`src/rtl/therm_pkg.sv`:
```
package therm_pkg;
  localparam int LIM_W = 8;

  typedef struct packed {
    logic             enable;
    logic             boost;
    logic             mask;
    logic [LIM_W-1:0] limit;
  } therm_cfg_t;
endpackage

```
`src/rtl/therm_sync.sv`:
```
module therm_sync #(
  parameter int STAGES    = 2,
  parameter bit RESET_VAL = 1'b1
) (
  input  logic clk,
  input  logic rst,
  input  logic d_async,
  output logic q
);
  logic [STAGES-1:0] chain;

  genvar i;
  generate
    for (i = 0; i < STAGES; i++) begin : g_stage
      if (i == 0) begin : g_first
        always_ff @(posedge clk) begin
          if (rst) chain[0] <= RESET_VAL;
          else     chain[0] <= d_async;
        end
      end else begin : g_next
        always_ff @(posedge clk) begin
          if (rst) chain[i] <= RESET_VAL;
          else     chain[i] <= chain[i-1];
        end
      end
    end
  endgenerate

  assign q = chain[STAGES-1];
endmodule

```
`src/rtl/therm_prescaler.sv`:
```
module therm_prescaler #(
  parameter int PRESCALE = 4
) (
  input  logic clk,
  input  logic rst,
  input  logic clr,
  input  logic count_en,
  input  logic tick,
  output logic inc
);
  localparam int CW = (PRESCALE > 2) ? $clog2(PRESCALE) : 1;
  localparam logic [CW-1:0] LAST = CW'(PRESCALE - 1);

  logic [CW-1:0] pcnt;
  logic          step;

  assign step = count_en & tick;
  assign inc  = step & (pcnt == LAST);

  always_ff @(posedge clk) begin
    if (rst || clr)  pcnt <= '0;
    else if (step)   pcnt <= (pcnt == LAST) ? '0 : pcnt + 1'b1;
  end
endmodule

```
`src/rtl/therm_accum.sv`:
```
module therm_accum #(
  parameter int ACC_W = 10
) (
  input  logic             clk,
  input  logic             rst,
  input  logic             clr,
  input  logic             inc,
  output logic [ACC_W-1:0] acc
);
  localparam logic [ACC_W-1:0] ACC_MAX = '1;

  always_ff @(posedge clk) begin
    if (rst || clr)                acc <= '0;
    else if (inc && acc != ACC_MAX) acc <= acc + 1'b1;
  end
endmodule

```
`src/rtl/therm_accum_timer.sv`:
```
module therm_accum_timer
  import therm_pkg::*;
#(
  parameter int PRESCALE    = 4,
  parameter int ACC_W       = 10,
  parameter int SYNC_STAGES = 2
) (
  input  logic             clk,
  input  logic             rst,
  input  logic             therm_n_async,
  input  logic             tick,
  input  logic             cfg_enable,
  input  logic             cfg_boost,
  input  logic             cfg_mask,
  input  logic [7:0]       cfg_limit,
  input  logic             rd_clr,
  output logic [ACC_W-1:0] acc_value,
  output logic             boost_out,
  output logic             alert_out
);
  localparam int LIM_LSB = ACC_W - LIM_W;

  therm_cfg_t       cfg;
  logic             therm_n_s;
  logic             asserted;
  logic             inc;
  logic [LIM_W-1:0] acc_upper;
  logic             hit;

  assign cfg = '{enable: cfg_enable, boost: cfg_boost, mask: cfg_mask, limit: cfg_limit};

  therm_sync #(.STAGES(SYNC_STAGES), .RESET_VAL(1'b1)) u_sync (
    .clk(clk), .rst(rst), .d_async(therm_n_async), .q(therm_n_s)
  );

  assign asserted = cfg.enable & ~therm_n_s;

  therm_prescaler #(.PRESCALE(PRESCALE)) u_pre (
    .clk(clk), .rst(rst), .clr(rd_clr), .count_en(asserted), .tick(tick), .inc(inc)
  );

  therm_accum #(.ACC_W(ACC_W)) u_acc (
    .clk(clk), .rst(rst), .clr(rd_clr), .inc(inc), .acc(acc_value)
  );

  assign acc_upper = acc_value[ACC_W-1:LIM_LSB];
  assign hit = (cfg.limit == '0) ? asserted : (acc_upper >= cfg.limit);

  always_ff @(posedge clk) begin
    if (rst) boost_out <= 1'b0;
    else     boost_out <= cfg.boost & asserted;
  end

  always_ff @(posedge clk) begin
    if (rst || rd_clr)         alert_out <= 1'b0;
    else if (!cfg.mask && hit) alert_out <= 1'b1;
  end
endmodule

```
`config.mk`:
```
export PLATFORM = sky130hd
export DESIGN_NAME = therm_accum_timer
export DESIGN_NICKNAME = d
export VERILOG_FILES = /design/src/rtl/therm_pkg.sv /design/src/rtl/therm_sync.sv /design/src/rtl/therm_prescaler.sv /design/src/rtl/therm_accum.sv /design/src/rtl/therm_accum_timer.sv
export SDC_FILE = /design/constraint.sdc
export NUM_CORES = 1
export LEC_CHECK = 0
export ABC_AREA = 1
export BUFFER_PORTS_ARGS = -buffer_cell sky130_fd_sc_hd__buf_2
export CAP_MARGIN = 20
export CORE_UTILIZATION = 55
export DETAILED_ROUTE_END_ITERATION = 7
export MAX_ROUTING_LAYER = met4
export PLACE_DENSITY_LB_ADDON = 0.15
export SYNTH_ARGS = -nofsm -noshare
export SYNTH_HDL_FRONTEND = slang
export SYNTH_SLANG_ARGS = --single-unit
```
`constraint.sdc`:
```
create_clock -name clk -period 2.2 [get_ports clk]
set_input_delay 0.44 -clock clk [delete_from_list [all_inputs] [get_ports clk]]
set_output_delay 0.44 -clock clk [all_outputs]
set_load 0.01 [all_outputs]
```
==> run metrics, run 1 <==
run status=finished clean; Yosys top cell by area=dfxtp_1; Synth async-reset ratio=0%; fin cells=about 200; routed wire length=~2000 um; CTS tree=built; WL per Instance=9.88 um; Fin. Hold Viols=0; Syn Area/Cell=roughly 7 um^2; Layout Nets=between 200 and 250; worst vdd ir=~0.43 mV; # clock sinks=16; P_leak=between 0.6 and 0.7 nW; cells after synthesis=between 100 and 150; EDFF count, synth=0; via count=995; crit path DAT=1.79 ns; clock root cell=clkbuf_4; global-route usage over all layers=between 20% and 30%; synthesized area=roughly 0.0010 mm^2; ANT nets after route=0; Fin Setup TNS=0 ns; CP Launch Type=flip-flop; Crit path required time=around 2.4 ns; Cell Pwr Density=about 390 mW/mm^2; RSZ-0062 raised after global routing=false; #FFs+latches synth=16; Worst Tran Pin Value=~0.31 ns; Multi-input gate area=about 630 um^2; TritonCTS Buffers=3; largest net degree at the start of global routing=11; initial antenna violation count=0; core area=roughly 0.0018 mm^2; Fmax achieved=roughly 0.61 GHz; dpl hpwl=1670 um; Slew headroom=~80%; diode count=0; Die Wd=about 46 um; part of the cycle the worst path needs=about 74%; DRC errors left=0; filler instances=about 170; Post-CTS Repair Setup Buffers=0; Setup Viol. Count Final=0; First-pass DRT Iterations=6; clk buf depth=2; HP Class=in -> reg; share of cells above drive strength 1=a little under a quarter; Yosys top cell area share=about 31%; placed cell count=a little under 200; row count=15; # Max-Cap Violations=0; Final Util=69.4%; Synth Flop Type=dfxtp_1; Clock Latency Late Sink=between 0.2 and 0.3 ns; die height=45.6 um; crit-path max cell delay=~0.46 ns; element type at the critical path end=flip-flop; most frequent cell after synthesis=nand2_1; H-tree Lvls=1; largest cells by area after synthesis=dfxtp_1 31%, nand2_1 13%, ha_1 12%; synth warn=0; via/cell ratio=4.93; synth cell count leaders=37 x nand2_1, 20 x inv_1, 16 x dfxtp_1; critical path cell sequence=ha_1, nand3_2, nor2_4, nand4_4, nand2_4, inv_4, nand2_1, a21oi_1; Critical-path top delay cell=dfxtp_1; Area Growth Syn to Fin=17.0%; GRT Residual Overflow=0; boundary pin count=28; cts repair resizes=0; port bufs=27; Die ar.=between 0.002 and 0.0025 mm^2; vias in the first global route=846; routability cong.=~0.81; fin crit period=between 1.5 and 2 ns; initial DRC count=17; hold bufs inserted after CTS=0; starting density of the core=59.4%; Cell variety after synth=23; DP Area=0.00120 mm^2; crit path max fanout=10; Worst Skew=around 0.007 ns; Synth Net Count=around 170; Final Max Slew Viols=0; Worst-path clk slew=~0.090 ns; sequential fraction of the synthesis area=about 31%; Final Instance Area=approximately 0.0012 mm^2; first-pass GRT wire length=~3400 um; register area=320 um^2; Crit Path Category=reg -> reg
## power by group
part / switching (mW) / internal (mW)
clock: 0.0809 / 0.0634
sequential: 0.000607 / 0.292
combinational: 0.0219 / 0.0195
## logic make-up (layout without fill, tap and decap cells)
logic type / Yosys count / count (layout) / share of synthesized area [%]
simple gates: 75 / 75 / 34.4
buf+inv: 23 / 52 / 9.20
compound gates: 18 / 18 / 8.84
flops: 16 / 16 / 30.6
fa+ha+maj: 10 / 10 / 11.9
xor+xnor: 6 / 6 / 5.02
## flip-flops by register name, summed over array words and instances, names as in the netlist
name,cells
alert_out,1
boost_out,1
u_acc.acc,10
u_pre.pcnt,2
u_sync.chain,1
u_sync.q,1
## layout by cell type, fill, tap and decap left out, drive strengths merged, types with 2 or more instances in the layout
cell and count:
o21ai 3, a21oi 14, nor2 17, ha 10
nand4 3, clkbuf 3, xnor2 2, nand3 9
or2 2, dfxtp 16, inv 21, nor3 3
buf 27, nand2 40, xor2 4
## stage by stage
| step | power (mW) | hold slack, ns | setup slack (ns) |
|---|---|---|---|
| floorplan | 0.320 | 0.389 | 0.713 |
| global placement | 0.338 | 0.396 | 0.649 |
| global route | 0.508 | 0.340 | 0.424 |
| detailed placement | 0.341 | 0.404 | 0.591 |
| CTS | 0.485 | 0.359 | 0.569 |
| finish | 0.478 | 0.360 | 0.569 |
## cell type report
cell class / count / area share, %
clock buffer: 3 / 1.84
inverter: 22 / 6.95
multi-input combinational: 109 / 51.5
sequential: 16 / 26.1
tap: 25 / 2.55
timing repair buffer: 27 / 11.0
## worst paths after layout
kind / slack [ns] / end / cells after the start / start
worst max register to register: 0.57 / u_acc.acc[8] / 8 / u_acc.acc[0]
worst max-delay path: 0.57 / u_acc.acc[8] / 8 / u_acc.acc[0]
worst min register to register: 0.42 / u_sync.q / 1 / u_sync.chain[0]
worst min-delay path: 0.36 / u_sync.chain[0] / 2 / therm_n_async
## layer usage
metal / part of all wire, % / wire (um) / up-vias / GRT usage (%)
met5: 0 / 0 / - / -
met4: 1.8 / 36 / 0 / 10.9
met3: 6.0 / 119 / 4 / 5.95
met2: 48 / 963 / 28 / 39.7
met1: 44 / 876 / 431 / 27.5
li1: - / - / 532 / -
## worst max-delay path: cells and delay by family (launching register included)
kind            cells  cell delay [ns]
simple gates        5             0.64
flops               1             0.46
buf+inv             1             0.07
fa+ha+maj           1             0.28
compound gates      1             0.06
Note: power is estimated with default switching activity, not from simulation.
==> inputs of run 2 (changes only) <==
- ABC_AREA: 1 -> 0
- CORE_UTILIZATION: 55 -> 49
- clock period: 2.2 -> 1.6 ns (I/O delays scaled with it)
==> run metrics, run 2 <==
Power Total=0.725 mW (was 0.478 mW); global-route usage over all layers=24.6% (was 24.2%); largest cells by area after synthesis=dfxtp_1 35%, ha_1 14%, nor2_1 4.9% (was dfxtp_1 31%, nand2_1 13%, ha_1 12%); fin cells=181 (was 202); Cell Pwr Density=553 mW/mm^2 (was 390 mW/mm^2); Slew headroom=65.2% (was 79.5%); via count=957 (was 995); port bufs=27 (unchanged); Synth async-reset ratio=0% (unchanged); Synth Net Count=133 (was 174); DR top layer=met4 (unchanged); failing checks=negative setup slack; H-tree Lvls=1 (unchanged); TritonCTS Buffers=3 (unchanged); element type at the critical path end=flip-flop (unchanged); Yosys top cell by area=dfxtp_1 (unchanged); #FFs+latches synth=16 (unchanged); HP Class=in -> reg (unchanged); Yosys top cell area share=34.9% (was 30.6%); hold bufs inserted after CTS=0 (unchanged); metal2 WL=1110 um (was 963 um); Biggest register=u_acc.acc (unchanged); initial DRC count=22 (was 17); DRT met1 WL=1030 um (was 876 um); crit path max fanout=4 (was 10); Die Wd=45.3 um (was 45.6 um); core area=0.00175 mm^2 (was 0.00176 mm^2); Worst-path clk slew=0.09 ns (about the same); Crit Path Category=reg -> reg (unchanged); hold slack=0.217 ns (was 0.360 ns); clk buf depth=2 (unchanged); sequential fraction of the synthesis area=34.9% (was 30.6%); Worst Tran Pin Value=0.518 ns (was 0.308 ns); Layout Nets=183 (was 205); Crit path required time=1.82 ns (was 2.36 ns); Final WS setup=-0.0841 ns (was 0.569 ns); Worst Skew=0.00277 ns (was 0.00717 ns); most frequent cell after synthesis=dfxtp_1 (was nand2_1); synth warn=0 (unchanged); EDFF count, synth=0 (unchanged); vias in the first global route=852 (was 846); leading cell type in the layout, fill and taps excluded=buf_2 (was nand2_1); largest net degree at the start of global routing=11 (unchanged); routability cong.=0.834 (was 0.808); crit path DAT=1.91 ns (was 1.79 ns); worst vdd ir=0.509 mV (was 0.428 mV); Multi-input gate area=596 um^2 (was 631 um^2); share of cells above drive strength 1=41.7% (was 22.6%); Clock Latency Late Sink=0.29 ns (was 0.28 ns); Fin Setup TNS=-0.149 ns (was 0 ns); cells after synthesis=107 (was 148); routed wire length=2240 um (was 2000 um); DRC errors left=0 (unchanged); diode count=0 (unchanged); largest registers=u_acc.acc: 10 flops, u_pre.pcnt: 2 flops (unchanged); crit-path max cell delay=0.46 ns (about the same); synthesized area=917 um^2 (was 0.00105 mm^2); max reg flops=10 (unchanged); Syn Area/Cell=8.57 um^2 (was 7.08 um^2); placed cell count=175 (was 199); filler instances=142 (was 168); WL per Instance=12.4 um (was 9.88 um); critical path cell sequence=ha_4, nand4b_1, or4_4, or3_1, a21oi_1 (was ha_1, nand3_2, nor2_4, nand4_4, nand2_4, inv_4, nand2_1, a21oi_1); Final Max Slew Viols=0 (unchanged); Area Growth Syn to Fin=42.8% (was 17.0%); Critical-path top delay cell=or4_4 (was dfxtp_1); Fin. Hold Viols=0 (unchanged); Final Util=75.1% (was 69.4%); fin crit period=1.68 ns (was 1.63 ns); register area=328 um^2 (was 320 um^2); boundary pin count=28 (unchanged); dpl hpwl=1740 um (was 1670 um); row count=15 (unchanged); # clock sinks=16 (unchanged); Die ar.=0.00205 mm^2 (was 0.00208 mm^2); starting density of the core=52.5% (was 59.4%); P_leak=0.619 nW (was 0.607 nW); family with the most delay on the worst path=simple AND/OR/NAND/NOR gates (unchanged); via/cell ratio=5.29 (was 4.93); synth cell count leaders=16 x dfxtp_1, 12 x nor2_1, 11 x inv_1 (was 37 x nand2_1, 20 x inv_1, 16 x dfxtp_1); Cell variety after synth=31 (was 23); RSZ-0062 raised after global routing=true (was false); clock root cell=clkbuf_4 (unchanged); First-pass DRT Iterations=4 (was 6); CP Launch Type=flip-flop (unchanged); Synth Flop Type=dfxtp_1 (unchanged); commonest non-fill, non-tap cells in the layout=27 x buf_2, 19 x buf_4, 12 x nor2_1, 12 x dfxtp_1, 11 x inv_1 (was 37 x nand2_1, 27 x buf_2, 20 x inv_1); initial antenna violation count=0 (unchanged); die height=45.3 um (was 45.6 um); ANT nets after route=0 (unchanged); CP Buf/Inv Count=0 (was 1); CTS tree=built (unchanged); GRT Residual Overflow=0 (unchanged); Setup Viol. Count Final=4 (was 0); part of the cycle the worst path needs=105% (was 74.1%); first-pass GRT wire length=3530 um (was 3440 um); Fmax achieved=0.594 GHz (was 0.613 GHz); met3 WL post-DR=83 um (was 119 um); # Max-Cap Violations=0 (unchanged); run status=finished, violations left (was finished clean)
[run 2: cell count changes after synthesis, sizes merged, moves of 3 or more]
| cell | delta |
|---|---|
| nand2 | -33 |
| nand3 | -7 |
| o21ai | +3 |
| inv | -10 |
| xor2 | -3 |
| nor2 | -5 |
| a2111oi | +3 |
| a31oi | +3 |
| a21oi | -10 |
[run 2: power breakdown]
group | internal, mW | switching [mW]
clock network | 0.139 | 0.129
logic | 0.0268 | 0.0302
registers | 0.399 | 0.00131
[run 2: area by class of cell]
type / count / share of cell area (%)
multi-input cells: 79 / 45.5
flip-flops and latches: 16 / 25.0
repair buffers: 46 / 21.2
inverters: 11 / 3.15
clock buffers: 4 / 2.77
well taps: 25 / 2.39
[run 2: cell families after synthesis]
group	Yosys count	synth area share (%)
buffers and inverters	12	4.91
XOR/XNOR	5	4.77
adder cells (fa/ha/maj)	10	13.6
AO/OA/AOI/OAI	22	16.1
multiplexers	2	2.18
flip-flops	16	34.9
AND/OR/NAND/NOR	40	23.5
[run 2: stage by stage]
step	instance area [um^2]	setup slack, ns
detailed placement	1230	-0.0482
floorplan	936	-0.0211
global placement	1230	-0.00840
CTS	1260	-0.0707
finish	1310	-0.0841
global route	1310	-0.157
[run 2: layer usage]
metal	up-vias	track usage [%]
li1	487	-
met1	446	28.5
met2	22	41.2
met3	2	7.20
met4	0	6.67
met5	-	-
[run 2: what timing repair did]
| item | in CTS | in global routing |
|---|---|---|
| resized for setup | 2 | 6 |
| pin swaps | 1 | 2 |
| setup buffers | 0 | 2 |
| endpoints found under the setup margin | 3 | 11 |
| gates cloned | 0 | 0 |
[run 2: worst reg2reg max path: stages, from the launching register on]
cell and delay, ns:
dfxtp_2 0.36, ha_4 0.14, nand4b_1 0.20, or4_4 0.46
or3_1 0.32, a21oi_1 0.14
[run 2: worst paths after layout]
kind                                 startpoint               to  slack, ns  cells past startpoint
worst max-delay path              u_pre.pcnt[0]     u_acc.acc[8]      -0.08                      5
worst min-delay path              therm_n_async  u_sync.chain[0]       0.22                      2
worst max register to register    u_pre.pcnt[0]     u_acc.acc[8]      -0.08                      5
worst min register to register  u_sync.chain[0]         u_sync.q       0.45                      1
==> inputs of run 3 (changes only) <==
- clock period: 1.6 -> 1.85 ns (I/O delays scaled with it)
==> run metrics, run 3 (same netlist as run 2, synthesis figures left out) <==
initial DRC count=21 (was 22); first-pass GRT wire length=3130 um (was 3530 um); Biggest register=u_acc.acc (unchanged); Worst Tran Pin Value=0.429 ns (was 0.518 ns); Final WS setup=0.0125 ns (was -0.0841 ns); TritonCTS Buffers=3 (unchanged); Worst Skew=0.00709 ns (was 0.00277 ns); First-pass DRT Iterations=4 (unchanged); FF-to-FF path depth=6 (was 5); vias in the first global route=757 (was 852); part of the cycle the worst path needs=99.3% (was 105%); GRT Residual Overflow=0 (unchanged); Setup Viol. Count Final=0 (was 4); # clock sinks=16 (unchanged); CP Buf/Inv Count=1 (was 0); routability cong.=0.818 (was 0.834); fin crit period=1.84 ns (was 1.68 ns); Cell Pwr Density=497 mW/mm^2 (was 553 mW/mm^2); dpl hpwl=1600 um (was 1740 um); via/cell ratio=5.40 (was 5.29); global-route usage over all layers=22.8% (was 24.6%); fin cells=168 (was 181); Area Growth Syn to Fin=27.4% (was 42.8%); filler instances=158 (was 142); DRC errors left=0 (unchanged); Final Max Slew Viols=0 (unchanged); worst vdd ir=0.452 mV (was 0.509 mV); clock root cell=clkbuf_4 (unchanged); CP Launch Type=flip-flop (unchanged); crit path DAT=2.02 ns (was 1.91 ns); register area=323 um^2 (was 328 um^2); hold bufs inserted after CTS=0 (unchanged); H-tree Lvls=1 (unchanged); Multi-input gate area=563 um^2 (was 596 um^2); hold_sp=therm_n_async (unchanged); run status=finished clean (was finished, violations left); Layout Nets=171 (was 183); via count=907 (was 957); Fin Setup TNS=0 ns (was -0.149 ns); port bufs=27 (unchanged); DP Area=0.00111 mm^2 (was 0.00123 mm^2); Final Instance Area=0.00117 mm^2 (was 0.00131 mm^2); clk buf depth=2 (unchanged); largest net degree at the start of global routing=11 (unchanged); Worst-path clk slew=0.09 ns (about the same); worst flop-to-flop path startpoint=u_pre.pcnt[1] (was u_pre.pcnt[0]); worst hold path depth=2 (unchanged); crit path max fanout=4 (unchanged); Fmax achieved=0.544 GHz (was 0.594 GHz); Crit. path cell count=6 (was 5); Crit path required time=2.04 ns (was 1.82 ns); Fin. Hold Viols=0 (unchanged); starting density of the core=52.5% (unchanged); Clock Latency Late Sink=0.29 ns (about the same); flop2flop setup slack=0.01 ns (was -0.08 ns); Final Util=67.0% (was 75.1%); boundary pin count=28 (unchanged); ANT nets after route=0 (unchanged); row count=15 (unchanged); pre-CTS WS=0.0547 ns (was -0.0482 ns); element type at the critical path end=flip-flop (unchanged); crit-path max cell delay=0.57 ns (was 0.46 ns); max reg flops=10 (unchanged); placed cell count=162 (was 175); Slew headroom=71.3% (was 65.2%); critical path cell sequence=ha_1, nand4b_1, or4_4, buf_4, o21ai_0, a21oi_2 (was ha_4, nand4b_1, or4_4, or3_1, a21oi_1); P_leak=0.550 nW (was 0.619 nW); reg-to-reg critical path endpoint=u_acc.acc[8] (unchanged); CTS tree=built (unchanged); die height=45.3 um (unchanged); Die ar.=0.00205 mm^2 (unchanged); Worst Hold Path EP=u_sync.chain[0] (unchanged); commonest non-fill, non-tap cells in the layout=27 x buf_2, 14 x dfxtp_1, 12 x nor2_1 (was 27 x buf_2, 19 x buf_4, 12 x nor2_1, 12 x dfxtp_1, 11 x inv_1); family with the most delay on the worst path=simple AND/OR/NAND/NOR gates (unchanged); initial antenna violation count=0 (unchanged); HP Class=in -> reg (unchanged); Die Wd=45.3 um (unchanged); # Max-Cap Violations=0 (unchanged); largest registers=u_acc.acc: 10 flops, u_pre.pcnt: 2 flops (unchanged); WL per Instance=12.3 um (was 12.4 um); leading cell type in the layout, fill and taps excluded=buf_2 (unchanged); routed wire length=2060 um (was 2240 um); Critical-path top delay cell=or4_4 (unchanged); Crit Path Category=reg -> reg (unchanged); diode count=0 (unchanged); share of cells above drive strength 1=32.9% (was 41.7%); core area=0.00175 mm^2 (unchanged)
[run 3: cell count changes in the layout (fill, tap and decap cells not counted)]
cell / delta
ha_1: +2
a311oi_1: +1
a21oi_1: -1
a2111oi_1: +1
clkbuf_8: -1
a21oi_2: +1
a311oi_2: -1
a2111oi_2: -1
buf_4: -12
dfxtp_4: -1
dfxtp_2: -1
dfxtp_1: +2
ha_4: -2
[run 3: per-stage QoR]
stage,total power [mW],hold slack [ns]
2_1_floorplan,0.378,0.389
3_5_place_dp,0.403,0.394
6_report,0.581,0.252
3_3_place_gp,0.402,0.393
4_1_cts,0.587,0.246
5_1_grt,0.607,0.251
[run 3: power by group]
part / internal, mW / switching (mW) / total [mW]
Clock: 0.0759 / 0.110 / 0.186
Sequential: 0.347 / 0.000973 / 0.347
Combinational: 0.0227 / 0.0253 / 0.0480
[run 3: routing by layer]
| layer | up-vias | global-route usage [%] | wire length (um) | part of all wire, % |
|---|---|---|---|---|
| li1 | 464 | - | - | - |
| met1 | 411 | 24.0 | 941 | 46 |
| met2 | 25 | 36.5 | 961 | 47 |
| met3 | 7 | 8.00 | 111 | 5.4 |
| met4 | 0 | 13.3 | 47 | 2.3 |
| met5 | - | - | 0 | 0 |
[run 3: how the worst max path moves through the flow]
stage	from	slack, ns	to
after global placement	u_pre.pcnt[0]	0.13	u_acc.acc[9]
final	u_pre.pcnt[1]	0.01	u_acc.acc[8]
after CTS	u_pre.pcnt[0]	0.04	u_acc.acc[8]
after floorplan	u_acc.acc[0]	0.11	u_acc.acc[8]
after detailed placement	u_pre.pcnt[0]	0.05	u_acc.acc[8]
after global routing	u_pre.pcnt[1]	-0.03	u_acc.acc[8]
[run 3: area by class of cell]
type | count | area share, %
Timing Repair Buffer | 34 | 16.1
Clock buffer | 3 | 1.93
Inverter | 11 | 3.53
Multi-Input combinational cell | 79 | 48.2
Tap cell | 25 | 2.68
Sequential cell | 16 | 27.6
[run 3: timing repair]
action / in CTS / in global routing
resized for setup: 0 / 6
setup buffers: 0 / 3
setup endpoints to repair: 0 / 3
